**config.mk**
```make
export PLATFORM = sky130hd
export DESIGN_NAME = i2c_regport
export DESIGN_NICKNAME = d
export VERILOG_FILES = /design/src/rtl/i2c_regport_pkg.sv /design/src/rtl/i2c_rp_filt.sv /design/src/rtl/i2c_rp_cond.sv /design/src/rtl/i2c_rp_fsm.sv /design/src/rtl/i2c_regport.sv
export SDC_FILE = /design/constraint.sdc
export NUM_CORES = 1
export LEC_CHECK = 0
export ABC_AREA = 1
export BUFFER_PORTS_ARGS = -buffer_cell sky130_fd_sc_hd__buf_2
export CORE_AREA = 10 10 86 88
export DETAILED_ROUTE_END_ITERATION = 10
export DIE_AREA = 0 0 96 98
export PLACE_DENSITY = 0.84
export SETUP_SLACK_MARGIN = 0.15
export SLEW_MARGIN = 10
export SYNTH_ARGS = -nofsm -noshare
export SYNTH_HDL_FRONTEND = slang
export SYNTH_HIERARCHICAL = 1
export SYNTH_SLANG_ARGS = --single-unit
```
**constraint.sdc**
```tcl
create_clock -name clk -period 2.11 [get_ports clk]
set_input_delay 0.211 -clock clk [delete_from_list [all_inputs] [get_ports clk]]
set_output_delay 0.211 -clock clk [all_outputs]
set_load 0.01 [all_outputs]
```
**src/rtl/i2c_regport_pkg.sv**
```systemverilog
package i2c_regport_pkg;

    typedef enum logic [3:0] {
        ST_IDLE,
        ST_ID,
        ST_ADDR,
        ST_WDATA,
        ST_ACK_WAIT,
        ST_ACK_HOLD,
        ST_TX,
        ST_MACK,
        ST_MWAIT,
        ST_IGNORE
    } rp_state_e;

    typedef struct packed {
        logic start;
        logic stop;
        logic rise;
        logic fall;
        logic sda;
    } bus_ev_t;

    localparam int BYTE_W   = 8;
    localparam int STRAP_W  = 2;
    localparam int PREFIX_W = 7 - STRAP_W;

endpackage

```
**src/rtl/i2c_rp_filt.sv**
```systemverilog
module i2c_rp_filt #(
    parameter int FILT_CYC = 5
) (
    input  logic clk,
    input  logic rst_n,
    input  logic raw_i,
    output logic flt_o
);
    localparam int CW = $clog2(FILT_CYC + 1);

    typedef struct packed {
        logic [1:0]    sync;
        logic          lvl;
        logic [CW-1:0] cnt;
    } filt_s;

    filt_s q, n;

    always_comb begin
        n      = q;
        n.sync = {q.sync[0], raw_i};
        if (q.sync[1] == q.lvl) begin
            n.cnt = '0;
        end else if (q.cnt == CW'(FILT_CYC - 1)) begin
            n.lvl = q.sync[1];
            n.cnt = '0;
        end else begin
            n.cnt = q.cnt + CW'(1);
        end
    end

    always_ff @(posedge clk or negedge rst_n) begin
        if (!rst_n) begin
            q <= '{sync: 2'b11, lvl: 1'b1, cnt: '0};
        end else begin
            q <= n;
        end
    end

    assign flt_o = q.lvl;

endmodule

```
**src/rtl/i2c_rp_cond.sv**
```systemverilog
module i2c_rp_cond
    import i2c_regport_pkg::*;
(
    input  logic    clk,
    input  logic    rst_n,
    input  logic    scl_f,
    input  logic    sda_f,
    output bus_ev_t ev_o
);
    typedef struct packed {
        logic scl;
        logic sda;
    } prev_s;

    prev_s q, n;

    always_comb begin
        n.scl      = scl_f;
        n.sda      = sda_f;
        ev_o.start = scl_f & q.scl & q.sda & ~sda_f;
        ev_o.stop  = scl_f & q.scl & ~q.sda & sda_f;
        ev_o.rise  = scl_f & ~q.scl;
        ev_o.fall  = ~scl_f & q.scl;
        ev_o.sda   = sda_f;
    end

    always_ff @(posedge clk or negedge rst_n) begin
        if (!rst_n) begin
            q <= '{scl: 1'b1, sda: 1'b1};
        end else begin
            q <= n;
        end
    end

endmodule

```
**src/rtl/i2c_rp_fsm.sv**
```systemverilog
module i2c_rp_fsm
    import i2c_regport_pkg::*;
#(
    parameter int                    REG_AW    = 8,
    parameter logic [PREFIX_W-1:0]   ID_PREFIX = 5'b01010
) (
    input  logic               clk,
    input  logic               rst_n,
    input  bus_ev_t            ev_i,
    input  logic               ready_i,
    input  logic [STRAP_W-1:0] strap_i,
    input  logic               busy_i,
    input  logic [BYTE_W-1:0]  rd_data_i,
    output logic [REG_AW-1:0]  reg_addr_o,
    output logic [BYTE_W-1:0]  wr_data_o,
    output logic               wr_stb_o,
    output logic               rd_req_o,
    output logic               stop_o,
    output logic               sda_oe_o
);
    localparam int BC_W = $clog2(BYTE_W);
    localparam logic [BC_W-1:0] LAST_BIT = BC_W'(BYTE_W - 1);

    typedef struct packed {
        rp_state_e          st;
        rp_state_e          nxt;
        logic [BC_W-1:0]    bitc;
        logic [BYTE_W-1:0]  sh;
        logic [BYTE_W-1:0]  tx;
        logic               ack;
        logic [REG_AW-1:0]  addr;
        logic [BYTE_W-1:0]  wdat;
        logic               wstb;
        logic               rreq;
        logic               stp;
        logic               oe;
    } fsm_s;

    fsm_s q, n;
    logic [BYTE_W-1:0] byte_in;
    logic              id_hit;

    always_comb begin
        byte_in = {q.sh[BYTE_W-2:0], ev_i.sda};
        id_hit  = (byte_in[BYTE_W-1 -: PREFIX_W] == ID_PREFIX) &&
                  (byte_in[STRAP_W:1] == strap_i);

        n      = q;
        n.wstb = 1'b0;
        n.rreq = 1'b0;
        n.stp  = 1'b0;

        // address advances the cycle after a strobe or request is presented
        if (q.wstb || q.rreq) begin
            n.addr = q.addr + REG_AW'(1);
        end
        if (q.rreq) begin
            n.tx = rd_data_i;
        end

        if (!ready_i) begin
            n.st = ST_IDLE;
            n.oe = 1'b0;
        end else if (ev_i.start) begin
            n.st   = ST_ID;
            n.bitc = '0;
            n.oe   = 1'b0;
        end else if (ev_i.stop) begin
            n.st  = ST_IDLE;
            n.oe  = 1'b0;
            n.stp = 1'b1;
        end else begin
            unique case (q.st)
                ST_ID, ST_ADDR, ST_WDATA: begin
                    if (ev_i.rise) begin
                        n.sh   = byte_in;
                        n.bitc = q.bitc + BC_W'(1);
                        if (q.bitc == LAST_BIT) begin
                            n.bitc = '0;
                            n.st   = ST_ACK_WAIT;
                            if (q.st == ST_ID) begin
                                if (!id_hit) begin
                                    n.st = ST_IGNORE;
                                end else if (byte_in[0]) begin
                                    n.ack  = 1'b1;
                                    n.nxt  = ST_TX;
                                    n.rreq = 1'b1;
                                end else begin
                                    n.ack = 1'b1;
                                    n.nxt = ST_ADDR;
                                end
                            end else if (q.st == ST_ADDR) begin
                                n.addr = byte_in[REG_AW-1:0];
                                n.ack  = 1'b1;
                                n.nxt  = ST_WDATA;
                            end else if (busy_i) begin
                                n.ack = 1'b0;
                                n.nxt = ST_IGNORE;
                            end else begin
                                n.ack  = 1'b1;
                                n.nxt  = ST_WDATA;
                                n.wstb = 1'b1;
                                n.wdat = byte_in;
                            end
                        end
                    end
                end
                ST_ACK_WAIT: begin
                    if (ev_i.fall) begin
                        n.oe = q.ack;
                        n.st = ST_ACK_HOLD;
                    end
                end
                ST_ACK_HOLD: begin
                    if (ev_i.fall) begin
                        n.st   = q.nxt;
                        n.bitc = '0;
                        n.oe   = (q.nxt == ST_TX) ? ~q.tx[BYTE_W-1] : 1'b0;
                    end
                end
                ST_TX: begin
                    if (ev_i.fall) begin
                        if (q.bitc == LAST_BIT) begin
                            n.oe   = 1'b0;
                            n.bitc = '0;
                            n.st   = ST_MACK;
                        end else begin
                            n.tx   = {q.tx[BYTE_W-2:0], 1'b0};
                            n.oe   = ~q.tx[BYTE_W-2];
                            n.bitc = q.bitc + BC_W'(1);
                        end
                    end
                end
                ST_MACK: begin
                    if (ev_i.rise) begin
                        if (!ev_i.sda) begin
                            n.rreq = 1'b1;
                            n.st   = ST_MWAIT;
                        end else begin
                            n.st = ST_IGNORE;
                        end
                    end
                end
                ST_MWAIT: begin
                    if (ev_i.fall) begin
                        n.st   = ST_TX;
                        n.bitc = '0;
                        n.oe   = ~q.tx[BYTE_W-1];
                    end
                end
                default: ;
            endcase
        end
    end

    always_ff @(posedge clk or negedge rst_n) begin
        if (!rst_n) begin
            q <= '{st: ST_IDLE, nxt: ST_IDLE, default: '0};
        end else begin
            q <= n;
        end
    end

    assign reg_addr_o = q.addr;
    assign wr_data_o  = q.wdat;
    assign wr_stb_o   = q.wstb;
    assign rd_req_o   = q.rreq;
    assign stop_o     = q.stp;
    assign sda_oe_o   = q.oe;

endmodule

```
**src/rtl/i2c_regport.sv**
```systemverilog
module i2c_regport
    import i2c_regport_pkg::*;
#(
    parameter int                  FILT_CYC  = 5,
    parameter int                  REG_AW    = 8,
    parameter logic [PREFIX_W-1:0] ID_PREFIX = 5'b01010
) (
    input  logic               clk,
    input  logic               rst_n,
    input  logic               ready_i,
    input  logic               scl_i,
    input  logic               sda_i,
    output logic               sda_oe_o,
    input  logic [STRAP_W-1:0] strap_i,
    input  logic               busy_i,
    input  logic [BYTE_W-1:0]  rd_data_i,
    output logic [REG_AW-1:0]  reg_addr_o,
    output logic [BYTE_W-1:0]  wr_data_o,
    output logic               wr_stb_o,
    output logic               rd_req_o,
    output logic               stop_o
);
    localparam int N_LINES = 2;

    logic [N_LINES-1:0] raw_lines;
    logic [N_LINES-1:0] flt_lines;
    logic               scl_flt;
    logic               sda_flt;
    bus_ev_t            bus_ev;

    assign raw_lines = {scl_i, sda_i};

    for (genvar g = 0; g < N_LINES; g++) begin : g_line
        i2c_rp_filt #(.FILT_CYC(FILT_CYC)) u_filt (
            .clk   (clk),
            .rst_n (rst_n),
            .raw_i (raw_lines[g]),
            .flt_o (flt_lines[g])
        );
    end

    assign scl_flt = flt_lines[1];
    assign sda_flt = flt_lines[0];

    i2c_rp_cond u_cond (
        .clk   (clk),
        .rst_n (rst_n),
        .scl_f (scl_flt),
        .sda_f (sda_flt),
        .ev_o  (bus_ev)
    );

    i2c_rp_fsm #(
        .REG_AW    (REG_AW),
        .ID_PREFIX (ID_PREFIX)
    ) u_fsm (
        .clk        (clk),
        .rst_n      (rst_n),
        .ev_i       (bus_ev),
        .ready_i    (ready_i),
        .strap_i    (strap_i),
        .busy_i     (busy_i),
        .rd_data_i  (rd_data_i),
        .reg_addr_o (reg_addr_o),
        .wr_data_o  (wr_data_o),
        .wr_stb_o   (wr_stb_o),
        .rd_req_o   (rd_req_o),
        .stop_o     (stop_o),
        .sda_oe_o   (sda_oe_o)
    );

endmodule

```
* Word level (Yosys, flattened, before mapping)
Index checks and enable logic that the tools add are counted.
** Operators by class
- Add/sub/neg operators :: 4
- Equality and inequality tests :: 31
- Multiplexer cells :: 66
- Bitwise logic cells :: 20
- Reduce and logical (&&, ||, !) cells :: 13
** Operator list (count)
- 4-bit two-way mux :: 15
- 19-bit two-way mux :: 3
- 28-bit two-way mux :: 2
- 8-bit two-way mux :: 7
- 38-bit two-way mux :: 1
- 5-bit inequality test (second input constant) :: 6
- 3-bit two-way mux :: 9
- 4-bit case mux with 6 select lines :: 1
- 4-bit by 3-bit == test with 1-bit output (second input constant) :: 5
- 1-bit two-way mux :: 20
- 18-bit two-way mux :: 1
- 9-bit two-way mux :: 2
- 9-bit AND reduction :: 2
- 17-bit two-way mux :: 1
- 1-bit inverter :: 13
- 11-bit two-way mux :: 1
- 5-bit by 4-bit inequality test with 1-bit output (second input constant) :: 2
- 5-bit AND reduction :: 2
- 3-bit by 1-bit adder with 3-bit output (second input constant) :: 3
- 3-bit == test (second input constant) :: 3
- 9-bit by 1-bit inequality test with 1-bit output (second input constant) :: 1
- 3-bit case mux with 3 select lines :: 1
- 8-bit by 1-bit adder with 8-bit output (second input constant) :: 1
- 4-bit by 2-bit == test with 1-bit output (second input constant) :: 2
- 20 further kinds :: 30
** Word-level totals
- Flip-flop bits (word level) :: 62
- Input port bits :: 16
- Output and inout bits :: 20

* Depth between registers and ports, before layout
Gate-level depths: netlist (run 1).
- Word-level depth :: 10
- Mapped depth :: 12
- Gate-level depth less buffers :: 12

* Cells and area by module
The synthesis (run 1) kept the hierarchy.
** Modules (own cells, without submodules)
- i2c_rp_fsm :: instances 1, cells an instance 350, area each 2640.0 µm², seq. area each 1176.1 µm²
- i2c_rp_filt (g_line[0].u_filt) :: instances 1, cells an instance 26, area each 261.5 µm², seq. area each 153.9 µm²
- i2c_rp_filt (g_line[1].u_filt) :: instances 1, cells an instance 26, area each 259.0 µm², seq. area each 153.9 µm²
- i2c_rp_cond :: instances 1, cells an instance 14, area each 101.3 µm², seq. area each 52.6 µm²

* Least setup slack after synthesis (run 1)
Ideal clock, no wire load.
- Kind :: register to register
- Start point :: reg g_line[0].u_filt.q (netlist bit g_line[0].u_filt/flt_o)
- End point :: reg u_fsm.q (netlist bit u_fsm/wr_data_o[7])
- Setup time :: 0.118 ns
- Data arrival time :: 1.774 ns
- Data required time :: 1.992 ns
- Path slack :: 0.218 ns
- Stages on the path, launching flop included :: 11
- Buffers on the path :: 1
- Path through :: dfstp_2 inv_1 nand2_1 nor2_1 nor2_2 nand2_1 nor3_4 nand4_4 buf_6 nand2_1 o21ai_2
** RTL lines
- start: declaration :: line i2c_rp_filt.sv:17 : filt_s q, n;
- start signal: assignment :: line i2c_rp_filt.sv:34 : q <= '{sync: 2'b11, lvl: 1'b1, cnt: '0};
- start signal: assignment :: line i2c_rp_filt.sv:36 : q <= n;
- end signal: assignment :: line i2c_rp_fsm.sv:160 : q <= n;
- end: declaration :: line i2c_rp_fsm.sv:39 : fsm_s q, n;

==> flow_summary.json, run 1 <==
{
  "status": "complete, no violations",
  "drtPass1Iterations": 4,
  "routed_wirelength_mm": 6.73,
  "htreeDepth": 3,
  "avgViaCountPerCell": 5.10,
  "via_count_of_the_first_global_routing_pass": 2579,
  "ys.flop_type": "dfrtp_1",
  "gp_congestion": 0.910,
  "synth_top_cell_by_area": "dfrtp_1",
  "grt_use_met2": 0.237,
  "clock-skew-final_ns": 0.00639,
  "vdd_ir_drop_max_uv": 632,
  "cts_inserted_buffers": 9,
  "report.final.slew_viol_count": 0,
  "ys_seq_elements": 61,
  "final_cell_area_um2": 3770,
  "max_freq_mhz": 523,
  "boundaryPins": 36,
  "largest_net_degree_at_the_start_of_global_routing": 62,
  "worst-endpoint-required_ns": 2.37,
  "clkSlewWorstSetupHoldPaths_ns": 0.06,
  "gr-usage-met3": 0.0505,
  "ys_seq_area_frac": 0.471,
  "post_route_cells_drive_above_1_share": 0.210,
  "start_util": 0.568,
  "yosys_warnings": 6,
  "rsz0062_at_grt": "true",
  "die_area_um2": 9410,
  "floorplan.die.width_um": 96,
  "grt_pass1_wl_mm": 11.3,
  "layout.filler_cells": 489,
  "drc": 0,
  "antenna_cells_inserted": 0,
  "final.hold.worst_slack_ns": 0.125,
  "max_cap_viol_count": 0,
  "grt_util_all_layers": 0.149,
  "clock_sink_count": 61,
  "drt.antenna.violating_nets": 0,
  "synth_top_cells_by_area": "dfrtp_1 (41%), nand2_1 (13%), inv_1 (6.9%)",
  "yosys.cell_types.count": 30,
  "p_per_area_nw_per_um2": 767,
  "crit_path_cell_trace": "nand2_1 -> nor2_2 -> nor2_4 -> nand2_2 -> inv_1 -> buf_4 -> nand4_1 -> buf_6 -> nor2_1 -> a31oi_1",
  "crit_path_end_kind": "flop",
  "period_minus_slack_ns": 1.91,
  "placeableCoreArea_um2": 5750,
  "total_leakage_power_nw": 2.01,
  "hold_viol": 0,
  "rows": 28,
  "max_slew_margin": 0.670,
  "area_delta_synth_final_pct": 15.6,
  "synth.net_count": 439,
  "tritoncts": "yes",
  "grt_busiest_layer": "met2",
  "cpPeakStageDelay_ns": 0.58,
  "grt.overflow.total": 0,
  "synth_edf_count": 0,
  "critical_path_start_end_classification": "flop to flop",
  "cts.path.max_buffers": 2,
  "placed_cells_incl_taps": 512,
  "post-place-ws_ns": 0.0341,
  "postSynthCellCount": 416,
  "port_buffers": 35,
  "grt_antenna_before_repair": 0,
  "type_of_element_launching_the_critical_path": "flop",
  "die_y_um": 98,
  "holdCritPathClass": "input port to flop",
  "min_period_over_period": 0.905,
  "final-setup-viol-count": 0,
  "critical_path.max_fanout": 15,
  "routedWlPerCell_um": 12.6,
  "groute.layer.met1.usage": 0.181,
  "worstPathArrival_ns": 2.17,
  "netlist_area_before_placement_um2": 3260,
  "synth_largest_type_area_fraction": 0.407,
  "placed_cell_area_um2": 3450,
  "layout_setup_ws_ns": 0.200,
  "clock_tree.root_cell": "clkbuf_8",
  "finalSetupTns_ns": 0,
  "clock_latency_reported_for_the_late_side_of_the_worst_skew_pair_ns": 0.34,
  "vias": 2732,
  "detailedPlacementHpwl_mm": 4.91,
  "drt_first_iter_violations": 198,
  "worst_slew_pin_slew_ns": 0.490,
  "highest_delay_cell_along_the_critical_path": "dfstp_2",
  "finalNetCount": 479,
  "syn_area_per_cell_um2": 7.84,
  "layoutNonFillerInstCount": 536,
  "async_flop_share": 1.00
}
cell usage after synthesis (3+ instances only):
| library cell | instances |
|---|---|
| nand3_2 | 3 |
| dfrtp_1 | 53 |
| o21ai_0 | 30 |
| nand4_1 | 6 |
| buf_4 | 17 |
| nand3_1 | 19 |
| xor2_1 | 6 |
| nor2_1 | 42 |
| nand2_2 | 4 |
| inv_1 | 60 |
| a31oi_1 | 5 |
| nand2_1 | 117 |
| a21oi_1 | 8 |
| o21ai_1 | 6 |
| o21ai_2 | 7 |
| dfstp_2 | 8 |
| ha_1 | 7 |
power breakdown:
group	internal (mW)	switching (mW)
Combinational	0.191	0.314
Clock	0.574	0.424
Sequential	1.30	0.0866
cells in the final DEF, fill, tap and decap left out, types with 6 or more instances in the layout:
cell      count
inv_1        60
dfrtp_1      53
nand2_1     116
a21oi_1       8
o21ai_0      30
ha_1          7
buf_2        35
nor2_1       37
buf_4         9
nand4_1       6
clkbuf_8     10
o21ai_2       7
o21ai_1       6
nand3_1      18
dfstp_2       8
xor2_1        6
path summary, 6_finish.rpt:
check / slack [ns] / end / from / depth (start not counted)
min: 0.12 / u_fsm/q[21] / rd_data_i[0] / 3
max reg2reg: 0.20 / u_fsm/q[22] / g_line[1].u_filt/flt_o / 10
max in group asynchronous: 1.41 / u_cond/q[1] / rst_n / 3
min in group asynchronous: 0.41 / u_fsm/byte_in[2] / rst_n / 3
max: 0.20 / u_fsm/q[22] / g_line[1].u_filt/flt_o / 10
min reg2reg: 0.36 / g_line[0].u_filt/q[5] / g_line[0].u_filt/n[5] / 0
registers in the layout, summed over array words and instances, names as in the netlist:
register             flops
u_fsm/q                 20
g_line.u_filt/q          8
u_fsm/reg_addr_o         8
u_fsm/wr_data_o          8
u_fsm/byte_in            7
g_line.u_filt/flt_o      2
g_line.u_filt/n          2
u_cond/q                 2
u_fsm/rd_req_o           1
u_fsm/sda_oe_o           1
u_fsm/stop_o             1
u_fsm/wr_stb_o           1
metal layers:
layer	part of all wire	wire length [µm]	vias up
met3	0.062	415	12
met4	0.022	150	0
met2	0.47	3170	65
met1	0.44	3000	1278
li1	-	-	1377
met5	0	0	-
logic make-up after synthesis:
kind of cell	synth area share
adder cells (fa/ha/maj)	0.0268
AND/OR/NAND/NOR	0.266
AO/OA/AOI/OAI	0.101
flip-flops	0.471
XOR/XNOR	0.0161
buffers and inverters	0.119
per-stage QoR:
step	total power, mW	util
finish	2.89	0.656
CTS	2.89	0.646
floorplan	1.71	-
global placement	1.84	0.600
global route	3.07	0.656
detailed placement	1.87	0.600
worst max-delay path: cells and delay by family (launching register included):
kind	cells	cell delay (ns)
and+or+nand+nor	6	0.71
DFF	1	0.58
buffers and inverters	3	0.41
AOI/OAI and AO/OA	1	0.14
cell type report:
type / instances / area, µm² / share of cell area
sequential: 61 / 1540 / 0.407
multi-input combinational: 272 / 1390 / 0.369
timing repair buffer: 50 / 324 / 0.0859
inverter: 62 / 233 / 0.0617
clock buffer: 12 / 145 / 0.0385
tap: 75 / 93.8 / 0.0249
clock inverter: 4 / 47.5 / 0.0126
repair_timing:
action,4_1_cts,5_1_grt
setup endpoints to repair,21,28
gates resized for setup,4,8
hold buffers,3,0
cloned,0,1
setup buffers,2,2
endpoints found under the hold margin,55,0
pin swaps,2,2
No activity file was read; power rests on OpenSTA's default activity.
==> run 2: changes to the inputs <==
CORE_AREA = 10 10 97 99   (was 10 10 86 88)
DIE_AREA = 0 0 107 109   (was 0 0 96 98)
PLACE_DENSITY = 0.68   (was 0.84)
SYNTH_HIERARCHICAL = unset   (was 1)
==> flow_summary.json, run 2 <==
{
  "status": "complete, no violations",
  "length_in_cells_of_the_worst_reg_to_reg_path": 7,
  "holdCritPathClass": "input port to flop",
  "layout.filler_cells": 751,
  "drt_first_iter_violations": 109,
  "rsz0062_at_grt": "false",
  "setup.worst_path.start": "u_fsm.q[37]",
  "yosys.cell_count.top_type": "nand2_1",
  "die_y_um": 109,
  "drc": 0,
  "critical_path_start_end_classification": "flop to flop",
  "type_of_element_launching_the_critical_path": "flop",
  "worst-endpoint-required_ns": 2.34,
  "number_of_flip_flops_under_the_largest_register_name": 20,
  "grt_antenna_before_repair": 0,
  "avgViaCountPerCell": 4.73,
  "placeableCoreArea_um2": 7530,
  "drt.antenna.violating_nets": 0,
  "layout_setup_ws_ns": 0.308,
  "antenna_cells_inserted": 0,
  "gp_congestion": 0.851,
  "timing.reg2reg.setup_slack_ns": 0.31,
  "worstPathArrival_ns": 2.03,
  "finalNetCount": 458,
  "clkSlewWorstSetupHoldPaths_ns": 0.07,
  "cts_inserted_buffers": 9,
  "tritoncts": "yes",
  "grt_util_all_layers": 0.123,
  "gr-usage-met3": 0.0407,
  "routed_wirelength_mm": 6.59,
  "ys_seq_area_frac": 0.469,
  "clock_sink_count": 61,
  "synth.net_count": 426,
  "synth_edf_count": 0,
  "final_cell_area_um2": 3720,
  "yosys.cell_types.count": 33,
  "hold_viol": 0,
  "synth_top_cell_by_area": "dfrtp_1",
  "placed_cell_area_um2": 3450,
  "area_fraction_in_and_or_nand_and_nor_cells_after_synthesis": 0.276,
  "netlist_area_before_placement_um2": 3270,
  "final-setup-viol-count": 0,
  "vdd_ir_drop_max_uv": 421,
  "share_of_synthesized_area_spent_on_multiplexers": 0,
  "post-place-ws_ns": 0.315,
  "clock-skew-final_ns": 0.00877,
  "r2r-start": "u_fsm.q[37]",
  "period_minus_slack_ns": 1.80,
  "rows": 32,
  "combined_area_of_the_multi_input_logic_cells_um2": 1390,
  "synth_top_family_by_area": "simple AND/OR/NAND/NOR gates",
  "boundaryPins": 36,
  "postSynthCellCount": 403,
  "clock_tree.root_cell": "clkbuf_8",
  "post_route_cells_drive_above_1_share": 0.209,
  "cp-endpoint": "u_fsm.wr_data_o[1]",
  "largest_net_degree_at_the_start_of_global_routing": 25,
  "register_area_um2": 1540,
  "grt_pass1_wl_mm": 11.5,
  "die_area_um2": 11700,
  "synthTopCellsByCount": "nand2_1 (120), dfrtp_1 (53), inv_1 (47), nor2_1 (42), o21ai_0 (20)",
  "yosys_warnings": 0,
  "total_leakage_power_nw": 1.96,
  "drtPass1Iterations": 6,
  "syn_area_per_cell_um2": 8.13,
  "r2r_end": "u_fsm.wr_data_o[1]",
  "async_flop_share": 1.00,
  "detailedPlacementHpwl_mm": 4.92,
  "commonest_non_fill_non_tap_cell_in_the_layout": "nand2_1",
  "crit_path_end_kind": "flop",
  "report.final.slew_viol_count": 0,
  "final.hold.worst_slack_ns": 0.136,
  "clock_latency_reported_for_the_late_side_of_the_worst_skew_pair_ns": 0.34,
  "grt.overflow.total": 0,
  "worst_slew_pin_slew_ns": 0.478,
  "synth_top_cells_by_area": "dfrtp_1 (41%), nand2_1 (14%), dfstp_2 (6.4%)",
  "groute.layer.met1.usage": 0.151,
  "vias": 2566,
  "via_count_of_the_first_global_routing_pass": 2523,
  "most_flop_heavy_register": "u_fsm.q",
  "routedWlPerCell_um": 12.2,
  "ys.flop_type": "dfrtp_1",
  "synth_xor_xnor_area_share": 0.0241,
  "cts.path.max_buffers": 2,
  "ys_seq_elements": 61,
  "floorplan.die.width_um": 107,
  "htreeDepth": 3,
  "final_cell_mix": "nand2_1 (120), dfrtp_1 (53), inv_1 (47)",
  "report.power.total_mw": 3.55,
  "min_period_over_period": 0.854,
  "synth_compound_gate_area_share": 0.0963,
  "area_delta_synth_final_pct": 13.6,
  "port_buffers": 35,
  "p_per_area_nw_per_um2": 954,
  "max_freq_mhz": 555,
  "adder_cell_area_share_of_the_yosys_netlist": 0.0267,
  "finalSetupTns_ns": 0,
  "max_cap_viol_count": 0,
  "max_slew_margin": 0.681,
  "grt_busiest_layer": "met2",
  "critical_path.max_fanout": 17,
  "grt_use_met2": 0.192,
  "synth_largest_type_area_fraction": 0.405,
  "start_util": 0.435
}
run 2: changes by cell type after synthesis, sizes merged, moves of 3 or more:
cell   previous run  this run
inv              62        52
nor3              3         6
o21ai            43        37
xnor2             0         6
xor2              6         3
run 2: worst max-delay path, cell delays in order (launching register included):
cell and delay, ns:
dfrtp_1 0.38, ha_1 0.17, ha_1 0.24, nand2_1 0.16, nor3_4 0.27, nand3_4 0.25, nand2_1 0.15, o21ai_2 0.06
run 2: power breakdown:
group	internal (mW)	total [mW]	switching, mW
Sequential	1.39	1.56	0.169
Combinational	0.266	0.787	0.522
Clock	0.731	1.20	0.469
Total	2.39	3.55	1.16
run 2: how the worst min path moves through the flow:
| stage | start | endpoint | slack (ns) | cells after the start |
|---|---|---|---|---|
| floorplan | rst_n | g_line[0].u_filt.q[0] | -0.08 | 0 |
| global placement | rst_n | u_fsm.reg_addr_o[7] | 0.20 | 1 |
| detailed placement | rst_n | u_fsm.reg_addr_o[7] | 0.20 | 1 |
| CTS | rd_data_i[0] | u_fsm.q[21] | 0.13 | 3 |
| global route | rd_data_i[2] | u_fsm.q[23] | 0.15 | 3 |
| finish | rd_data_i[0] | u_fsm.q[21] | 0.14 | 3 |
run 2: area by class of cell:
class	count	area share
Tap cell	102	0.0343
Sequential cell	61	0.413
Multi-Input combinational cell	269	0.374
Timing Repair Buffer	42	0.0632
Clock buffer	11	0.0407
Clock inverter	5	0.0222
Inverter	52	0.0525
run 2: repair_timing:
item                       4_1_cts  5_1_grt
setup endpoints to repair        0        4
hold endpoints to repair        21        0
buffers inserted                 0        0
hold buffers                     3        0
gates resized for setup          0        1
run 2: metrics by stage:
step           utilization  instances
6_report             0.494        542
4_1_cts              0.493        542
3_5_place_dp         0.458        523
2_1_floorplan            -        403
3_3_place_gp         0.458        523
5_1_grt              0.494        542
run 2: layer usage:
metal,part of all wire,up-vias
li1,-,1320
met1,0.47,1189
met3,0.061,10
met4,0.020,0
met5,0,-
met2,0.45,47
run 2: logic make-up (layout without fill, tap and decap cells):
family	Yosys count	after routing
flip-flops	61	61
adder cells (fa/ha/maj)	7	7
buffers and inverters	73	110
XOR/XNOR	9	9
AND/OR/NAND/NOR	202	202
AO/OA/AOI/OAI	51	51
